## src/rtl/csg_pkg.sv

```systemverilog
package csg_pkg;

    typedef enum logic {
        STD_50HZ = 1'b0,
        STD_60HZ = 1'b1
    } std_e;

    typedef enum logic [1:0] {
        CS_OR    = 2'b00,
        CS_XNOR  = 2'b01,
        CS_HONLY = 2'b10,
        CS_OR2   = 2'b11
    } csmode_e;

    typedef enum logic [2:0] {
        H_IDLE,
        H_SYNC,
        H_BACK,
        H_ACT,
        H_FRONT
    } h_state_e;

    typedef enum logic [2:0] {
        V_IDLE,
        V_ACT,
        V_FRONT,
        V_SYNC,
        V_BACK
    } v_state_e;

    function automatic int imax(input int a, input int b);
        return (a > b) ? a : b;
    endfunction

    function automatic int imin(input int a, input int b);
        return (a < b) ? a : b;
    endfunction

endpackage

```

## src/rtl/csg_line_fsm.sv

```systemverilog
module csg_line_fsm
    import csg_pkg::*;
#(
    parameter int H_TOTAL_A = 1024,
    parameter int H_TOTAL_B = 1016,
    parameter int HS_CLKS   = 75,
    parameter int ACT_START = 200,
    parameter int ACT_CLKS  = 704,
    parameter int HW        = 10
) (
    input  logic          clk,
    input  logic          rst,
    input  logic          clk_en,
    input  std_e          geo_std,
    output logic [HW-1:0] h_cnt,
    output logic          line_wrap,
    output logic          hsync_n,
    output logic          h_act
);

    localparam logic [HW-1:0] LAST_A  = HW'(H_TOTAL_A - 1);
    localparam logic [HW-1:0] LAST_B  = HW'(H_TOTAL_B - 1);
    localparam logic [HW-1:0] HS_END  = HW'(HS_CLKS);
    localparam logic [HW-1:0] ACT_BEG = HW'(ACT_START);
    localparam logic [HW-1:0] ACT_END = HW'(ACT_START + ACT_CLKS);

    h_state_e      st_q, st_d;
    logic [HW-1:0] h_q, h_d, h_inc, last;
    logic          wrap;

    assign h_inc = h_q + 1'b1;
    assign last  = (geo_std == STD_60HZ) ? LAST_B : LAST_A;

    // next state and next position
    always_comb begin
        st_d = st_q;
        h_d  = h_q;
        wrap = 1'b0;
        if (clk_en) begin
            if (st_q == H_IDLE) begin
                st_d = H_SYNC;
                h_d  = '0;
            end else if (h_q == last) begin
                st_d = H_SYNC;
                h_d  = '0;
                wrap = 1'b1;
            end else begin
                h_d = h_inc;
                unique case (st_q)
                    H_SYNC:  if (h_inc == HS_END)  st_d = H_BACK;
                    H_BACK:  if (h_inc == ACT_BEG) st_d = H_ACT;
                    H_ACT:   if (h_inc == ACT_END) st_d = H_FRONT;
                    default: st_d = st_q;
                endcase
            end
        end
    end

    // state register
    always_ff @(posedge clk) begin
        if (rst) begin
            st_q <= H_IDLE;
            h_q  <= '0;
        end else begin
            st_q <= st_d;
            h_q  <= h_d;
        end
    end

    // outputs decoded from the state register
    always_comb begin
        hsync_n   = (st_q != H_SYNC);
        h_act     = (st_q == H_ACT);
        h_cnt     = h_q;
        line_wrap = wrap;
    end

endmodule

```

## src/rtl/csg_frame_fsm.sv

```systemverilog
module csg_frame_fsm
    import csg_pkg::*;
#(
    parameter int LINES_A   = 312,
    parameter int LINES_B   = 262,
    parameter int ACT_LINES = 184,
    parameter int VS_LINE_A = 272,
    parameter int VS_LINE_B = 232,
    parameter int VS_LINES  = 3,
    parameter int VW        = 9
) (
    input  logic          clk,
    input  logic          rst,
    input  logic          clk_en,
    input  logic          line_wrap,
    input  std_e          geo_std,
    output logic [VW-1:0] v_cnt,
    output logic          frame_wrap,
    output logic          vsync_n,
    output logic          v_act
);

    localparam logic [VW-1:0] LAST_A = VW'(LINES_A - 1);
    localparam logic [VW-1:0] LAST_B = VW'(LINES_B - 1);
    localparam logic [VW-1:0] VA_END = VW'(ACT_LINES);
    localparam logic [VW-1:0] VS_A   = VW'(VS_LINE_A);
    localparam logic [VW-1:0] VS_B   = VW'(VS_LINE_B);
    localparam logic [VW-1:0] VE_A   = VW'(VS_LINE_A + VS_LINES);
    localparam logic [VW-1:0] VE_B   = VW'(VS_LINE_B + VS_LINES);

    v_state_e      st_q, st_d;
    logic [VW-1:0] v_q, v_d, v_inc, last, vs_beg, vs_end;
    logic          wrap;

    assign v_inc  = v_q + 1'b1;
    assign last   = (geo_std == STD_60HZ) ? LAST_B : LAST_A;
    assign vs_beg = (geo_std == STD_60HZ) ? VS_B : VS_A;
    assign vs_end = (geo_std == STD_60HZ) ? VE_B : VE_A;

    // next state and next line
    always_comb begin
        st_d = st_q;
        v_d  = v_q;
        wrap = 1'b0;
        if (st_q == V_IDLE) begin
            if (clk_en) begin
                st_d = V_ACT;
                v_d  = '0;
            end
        end else if (line_wrap) begin
            if (v_q == last) begin
                st_d = V_ACT;
                v_d  = '0;
                wrap = 1'b1;
            end else begin
                v_d = v_inc;
                unique case (st_q)
                    V_ACT:   if (v_inc == VA_END) st_d = V_FRONT;
                    V_FRONT: if (v_inc == vs_beg) st_d = V_SYNC;
                    V_SYNC:  if (v_inc == vs_end) st_d = V_BACK;
                    default: st_d = st_q;
                endcase
            end
        end
    end

    // state register
    always_ff @(posedge clk) begin
        if (rst) begin
            st_q <= V_IDLE;
            v_q  <= '0;
        end else begin
            st_q <= st_d;
            v_q  <= v_d;
        end
    end

    // outputs decoded from the state register
    always_comb begin
        vsync_n    = (st_q != V_SYNC);
        v_act      = (st_q == V_ACT);
        v_cnt      = v_q;
        frame_wrap = wrap;
    end

endmodule

```

## src/rtl/csg_sync_mix.sv

```systemverilog
module csg_sync_mix
    import csg_pkg::*;
(
    input  logic    hsync_n,
    input  logic    vsync_n,
    input  csmode_e mode,
    output logic    csync_n
);

    always_comb begin
        unique case (mode)
            CS_XNOR:  csync_n = ~(hsync_n ^ vsync_n);
            CS_HONLY: csync_n = hsync_n;
            default:  csync_n = hsync_n & vsync_n;
        endcase
    end

endmodule

```

## src/rtl/csync_timing_gen.sv

```systemverilog
module csync_timing_gen
    import csg_pkg::*;
#(
    parameter int H_TOTAL_PAL  = 1024,
    parameter int H_TOTAL_NTSC = 1016,
    parameter int HSYNC_CLKS   = 75,
    parameter int ACT_H_START  = 200,
    parameter int ACT_H_CLKS   = 704,
    parameter int LINES_PAL    = 312,
    parameter int LINES_NTSC   = 262,
    parameter int ACT_LINES    = 184,
    parameter int VSYNC_AT_PAL = 272,
    parameter int VSYNC_AT_NTSC = 232,
    parameter int VSYNC_LINES  = 3,
    localparam int HW = $clog2(imax(H_TOTAL_PAL, H_TOTAL_NTSC)),
    localparam int VW = $clog2(imax(LINES_PAL, LINES_NTSC))
) (
    input  logic          clk,
    input  logic          rst,
    input  logic          clk_en,
    input  logic          std_sel_i,
    input  logic [1:0]    csync_mode_i,
    output logic          hsync_n,
    output logic          vsync_n,
    output logic          csync_n,
    output logic [HW-1:0] pix_x,
    output logic [VW-1:0] line_y,
    output logic          active_o
);

    std_e    geo_std;
    csmode_e geo_mode;
    logic    line_wrap, frame_wrap, h_act, v_act;

    // geometry and sync rule are sampled only at reset and frame wrap
    always_ff @(posedge clk) begin
        if (rst || frame_wrap) begin
            geo_std  <= std_e'(std_sel_i);
            geo_mode <= csmode_e'(csync_mode_i);
        end
    end

    csg_line_fsm #(
        .H_TOTAL_A (H_TOTAL_PAL),
        .H_TOTAL_B (H_TOTAL_NTSC),
        .HS_CLKS   (HSYNC_CLKS),
        .ACT_START (ACT_H_START),
        .ACT_CLKS  (ACT_H_CLKS),
        .HW        (HW)
    ) u_line (
        .clk       (clk),
        .rst       (rst),
        .clk_en    (clk_en),
        .geo_std   (geo_std),
        .h_cnt     (pix_x),
        .line_wrap (line_wrap),
        .hsync_n   (hsync_n),
        .h_act     (h_act)
    );

    csg_frame_fsm #(
        .LINES_A   (LINES_PAL),
        .LINES_B   (LINES_NTSC),
        .ACT_LINES (ACT_LINES),
        .VS_LINE_A (VSYNC_AT_PAL),
        .VS_LINE_B (VSYNC_AT_NTSC),
        .VS_LINES  (VSYNC_LINES),
        .VW        (VW)
    ) u_frame (
        .clk        (clk),
        .rst        (rst),
        .clk_en     (clk_en),
        .line_wrap  (line_wrap),
        .geo_std    (geo_std),
        .v_cnt      (line_y),
        .frame_wrap (frame_wrap),
        .vsync_n    (vsync_n),
        .v_act      (v_act)
    );

    csg_sync_mix u_mix (
        .hsync_n (hsync_n),
        .vsync_n (vsync_n),
        .mode    (geo_mode),
        .csync_n (csync_n)
    );

    assign active_o = h_act & v_act;

endmodule

```

## config.mk

```make
export PLATFORM = sky130hd
export DESIGN_NAME = csync_timing_gen
export DESIGN_NICKNAME = d
export VERILOG_FILES = /design/src/rtl/csg_pkg.sv /design/src/rtl/csg_line_fsm.sv /design/src/rtl/csg_frame_fsm.sv /design/src/rtl/csg_sync_mix.sv /design/src/rtl/csync_timing_gen.sv
export SDC_FILE = /design/constraint.sdc
export NUM_CORES = 1
export LEC_CHECK = 0
export BUFFER_PORTS_ARGS = -buffer_cell sky130_fd_sc_hd__buf_2
export CAP_MARGIN = 25
export CORE_ASPECT_RATIO = 0.6
export CORE_MARGIN = 8
export CORE_UTILIZATION = 28
export CTS_CLUSTER_SIZE = 20
export DETAILED_ROUTE_END_ITERATION = 12
export MAX_ROUTING_LAYER = met4
export PLACE_DENSITY_LB_ADDON = 0.3
export SLEW_MARGIN = 20
export SYNTH_ARGS = -nofsm -noshare
export SYNTH_HDL_FRONTEND = slang
export SYNTH_HIERARCHICAL = 1
export SYNTH_SLANG_ARGS = --single-unit
```

## constraint.sdc

```tcl
create_clock -name clk -period 2.6 [get_ports clk]
set_clock_uncertainty 0.1 [all_clocks]
set_input_delay 0.52 -clock clk [delete_from_list [all_inputs] [get_ports clk]]
set_output_delay 0.52 -clock clk [all_outputs]
set_load 0.03 [all_outputs]
```

==> reports/results.md <==
| Group | Metric | This run |
|:---|:---|:---|
| run status | Run status | complete, no violations |
| clock tree | Library cell used as clock root buffer | sky130_fd_sc_hd__clkbuf_16 |
| worst setup path | Largest delay share family, worst path | simple AND/OR/NAND/NOR gates |
| floorplan | Initial core utilization | 28.8% |
| timing | RSZ-0062 raised after global routing | false |
| floorplan | Width of the die | 132 um |
| power | Static leakage | 0.00104 uW |
| floorplan | Top-Level Pins | 29 |
| clock tree | Number of H-tree levels | 1 |
| layout | NumNets Final | 341 |
| power | PD cells | 373 mW/mm^2 |
| grt | Global-route usage over all layers | 12.1% |
| timing | Worst hold-check slack | 0.327 ns |
| place | Worst Setup Slack post-DPL | 0.214 ns |
| worst setup path | Critical path capture point | csync_n |
| timing | Setup TNS Final | 0 ns |
| worst setup path | Reg-to-reg endpoint | u_frame/st_q[1] |
| worst setup path | Worst setup path startpoint | u_line/st_q[0] |
| logic synthesis | Number of enable-type register cells in the synthesized netlist | 3 |
| logic synthesis | Part of the Yosys area used for sequential elements | 26.1% |
| place | GP Congestion | 0.913 |
| drt | Detailed-route DRC error count | 0 |
| grt | Number of global-route vias before repair | 2044 |
| layout | Total area of multi-input combinational cells | 0.00152 mm^2 |
| logic synthesis | Netlist area before placement | 0.00226 mm^2 |
| worst setup path | Largest fanout on the critical path | 5 |
| power | Final total power | 1000 uW |
| drt | Routed WL | 6770 um |
| worst setup path | WS Path Type | flip-flop to primary output |
| logic synthesis | Count of state elements after synthesis | 28 |
| worst setup path | CP max stage delay | 0.37 ns |
| hold path | Kind of path behind the tightest hold check | input port to flip-flop |
| layout | Most frequent standard cell in the layout excluding fill and tap cells | sky130_fd_sc_hd__nor2_1 |
| worst setup path | Worst Path Required | 1.98 ns |
| clock tree | Worst-skew pair later-pin latency | 0.26 ns |
| drt | Vias after detailed routing | 2321 |
| worst setup path | Critical path depth in cells | 6 |
| worst setup path | Category of the worst setup path launch point | flip-flop |
| grt | GRT Residual Overflow | 0 |
| place | Buffers on Ports | 28 |
| grt | Wire length of the first global-routing pass | 11100 um |
| floorplan | Height of the chip | 85.6 um |
| worst setup path | Number of cell instances on the worst register-to-register path | 8 |
| clock tree | Register clock-pin slew on the reported worst setup and hold paths | 0.07 ns |
| power | Peak supply drop | 0.259 mV |
| layout | Fill cell total of the finished layout | 816 |
| drt | Avg Vias per Cell | 5.36 |
| clock tree | Max clock buf depth | 2 |
| worst setup path | Crit-path most repeated cell | sky130_fd_sc_hd__nand2b_1 |
| logic synthesis | Avg Cell Area, Syn | 7.77 um^2 |
| grt | Number of antenna violations at the first check in global routing | 0 |
| logic synthesis | Count of cell types in the netlist | 68 |
| timing | Max Slew Vio Count | 0 |
| flow run | Max-cap viol count | 0 |
| timing | Slew at the pin with the worst max-slew slack | 0.518 ns |
| logic synthesis | Yosys top cell by area | sky130_fd_sc_hd__dfxtp_1 |
| logic synthesis | Yosys warnings | 6 |
| worst setup path | Slowest-stage cell, CP | sky130_fd_sc_hd__dfxtp_2 |
| clock tree | TritonCTS Sinks | 28 |
| drt | Detail Route Antenna Nets | 0 |
| floorplan | Placeable core region | 0.00785 mm^2 |
| timing | Worst slew margin relative to its limit | 65.5% |
| clock tree | CTS tree | done |
| place | DP HPWL | 5180 um |
| worst setup path | R2R setup slack | 0.20 ns |
| logic synthesis | Proportion of netlist area held by the largest area contributor | 22.1% |
| logic synthesis | Top cells by area, synth | sky130_fd_sc_hd__dfxtp_1 (22%), sky130_fd_sc_hd__a21oi_1 (5.8%), sky130_fd_sc_hd__nor2_1 (5.5%) |
| drt | Drt first-iter violations | 195 |
| clock tree | Num CTS Buffers | 3 |
| layout | Number of diodes | 0 |
| drt | Wire length per cell | 15.6 um |
| worst setup path | CP Data Arrival Time | 1.81 ns |
| floorplan | Site Rows | 25 |
| worst setup path | Kind of capture point of the worst setup path | primary output |
| drt | Number of search-and-repair iterations in the first detailed-routing pass | 5 |
| logic synthesis | Fraction of registers with async set/reset | 0% |
| layout | Layout cells sized above 1 | 24.3% |
| worst setup path | Worst reg2reg path startpoint | geo_std |
| floorplan | DIE AREA | 0.0113 mm^2 |
| logic synthesis | Post-synthesis instance total | 291 |
| hold path | HP Start | csync_mode_i[1] |
| layout | Commonest non-fill, non-tap cells in the layout | sky130_fd_sc_hd__nor2_1 (33), sky130_fd_sc_hd__buf_2 (27), sky130_fd_sc_hd__a21oi_1 (26), sky130_fd_sc_hd__nand2_1 (24), sky130_fd_sc_hd__buf_4 (23) |
| worst setup path | Cell Chain, Critical Path | nor2b_2, nand2b_1, ha_1, nand2b_1, a31oi_2, buf_4 |
| logic synthesis | Most instantiated flip-flop cell in the synthesis netlist | sky130_fd_sc_hd__dfxtp_1 |
| logic synthesis | Synthesized net count | 306 |
| worst setup path | Crit path buffers/inverters | 1 |
| grt | Pin count of the biggest net entering global routing | 17 |
| timing | Finish-stage setup viols | 0 |
| timing | Hold violation count in the final report | 0 |
| timing | Final setup margin | 0.167 ns |
| timing | Final period utilization | 93.6% |
| timing | Final min period | 2.43 ns |
| layout | Syn-to-layout area delta | 18.7% |
| timing | Max Fclk | 411 MHz |
| clock tree | Total of hold buffers inserted after clock tree synthesis | 0 |
| layout | Storage cell area | 596 um^2 |
[cell families after synthesis]
group | after synthesis | synth area share (%)
xor gates and xnor gates | 13 | 5.04
and+or+nand+nor | 128 | 33.4
adders and majority gates | 9 | 4.98
muxes | 3 | 1.44
DFF | 28 | 26.1
buffers and inverters | 31 | 6.81
AOI/OAI and AO/OA | 79 | 22.1
[worst min path at each step]
stage	endpoint	cells past startpoint	slack (ns)
after CTS	geo_mode[1]	1	0.32
after global routing	geo_mode[0]	1	0.32
final	geo_mode[1]	1	0.33
after detailed placement	u_line/h_cnt[4]	2	0.40
after global placement	u_frame/st_q[1]	2	0.38
after floorplan	u_frame/st_q[1]	2	0.37
[state kept, by name, summed over array words and instances, names as in the netlist]
| name | count |
|---|---|
| u_line/st_q | 3 |
| u_frame/v_cnt | 9 |
| u_line/h_cnt | 10 |
| geo_mode | 2 |
| u_frame/st_q | 3 |
| geo_std | 1 |
[layer usage]
| layer | wire, um | up-vias | global-route usage [%] |
|---|---|---|---|
| met1 | 3690 | 1097 | 18.5 |
| met5 | 0 | - | - |
| met4 | 40 | 0 | 2.18 |
| met3 | 434 | 2 | 2.10 |
| li1 | - | 1119 | - |
| met2 | 2600 | 103 | 15.9 |
[synthesized netlist by cell type (5+ instances only)]
cell / count
sky130_fd_sc_hd__nor2_1: 33
sky130_fd_sc_hd__a21oi_1: 26
sky130_fd_sc_hd__dfxtp_1: 25
sky130_fd_sc_hd__nand2_1: 24
sky130_fd_sc_hd__o21ai_0: 21
sky130_fd_sc_hd__inv_1: 11
sky130_fd_sc_hd__ha_1: 9
sky130_fd_sc_hd__xor2_1: 9
sky130_fd_sc_hd__nor3_1: 8
sky130_fd_sc_hd__a31oi_1: 7
sky130_fd_sc_hd__clkbuf_1: 7
sky130_fd_sc_hd__buf_2: 6
sky130_fd_sc_hd__buf_4: 6
sky130_fd_sc_hd__nand3_1: 5
[report_power, final]
group	switching [uW]	internal [uW]	total (uW)
Combinational	112	67.0	179
Sequential	10.2	447	457
Clock	158	207	364
[timing repair]
item                       in CTS  in global routing
setup buffers                   0                  0
gates resized for setup         1                  4
setup endpoints to repair       1                  3
[through the flow]
step	cell area, um^2	utilization, %	instances
finish	2680	34.2	433
global route	2680	34.2	433
CTS	2670	34.0	433
detailed placement	2590	33.0	429
global placement	2590	33.0	429
floorplan	2260	-	291
[cell type report]
class                           instances  share of cell area, %
Multi-Input combinational cell        232                   56.8
Tap cell                              108                   5.04
Clock inverter                          1                  0.140
Timing Repair Buffer                   50                   11.5
Inverter                               11                   1.54
Sequential cell                        28                   22.2
Clock buffer                            3                   2.80
No activity file was read; power rests on OpenSTA's default activity.
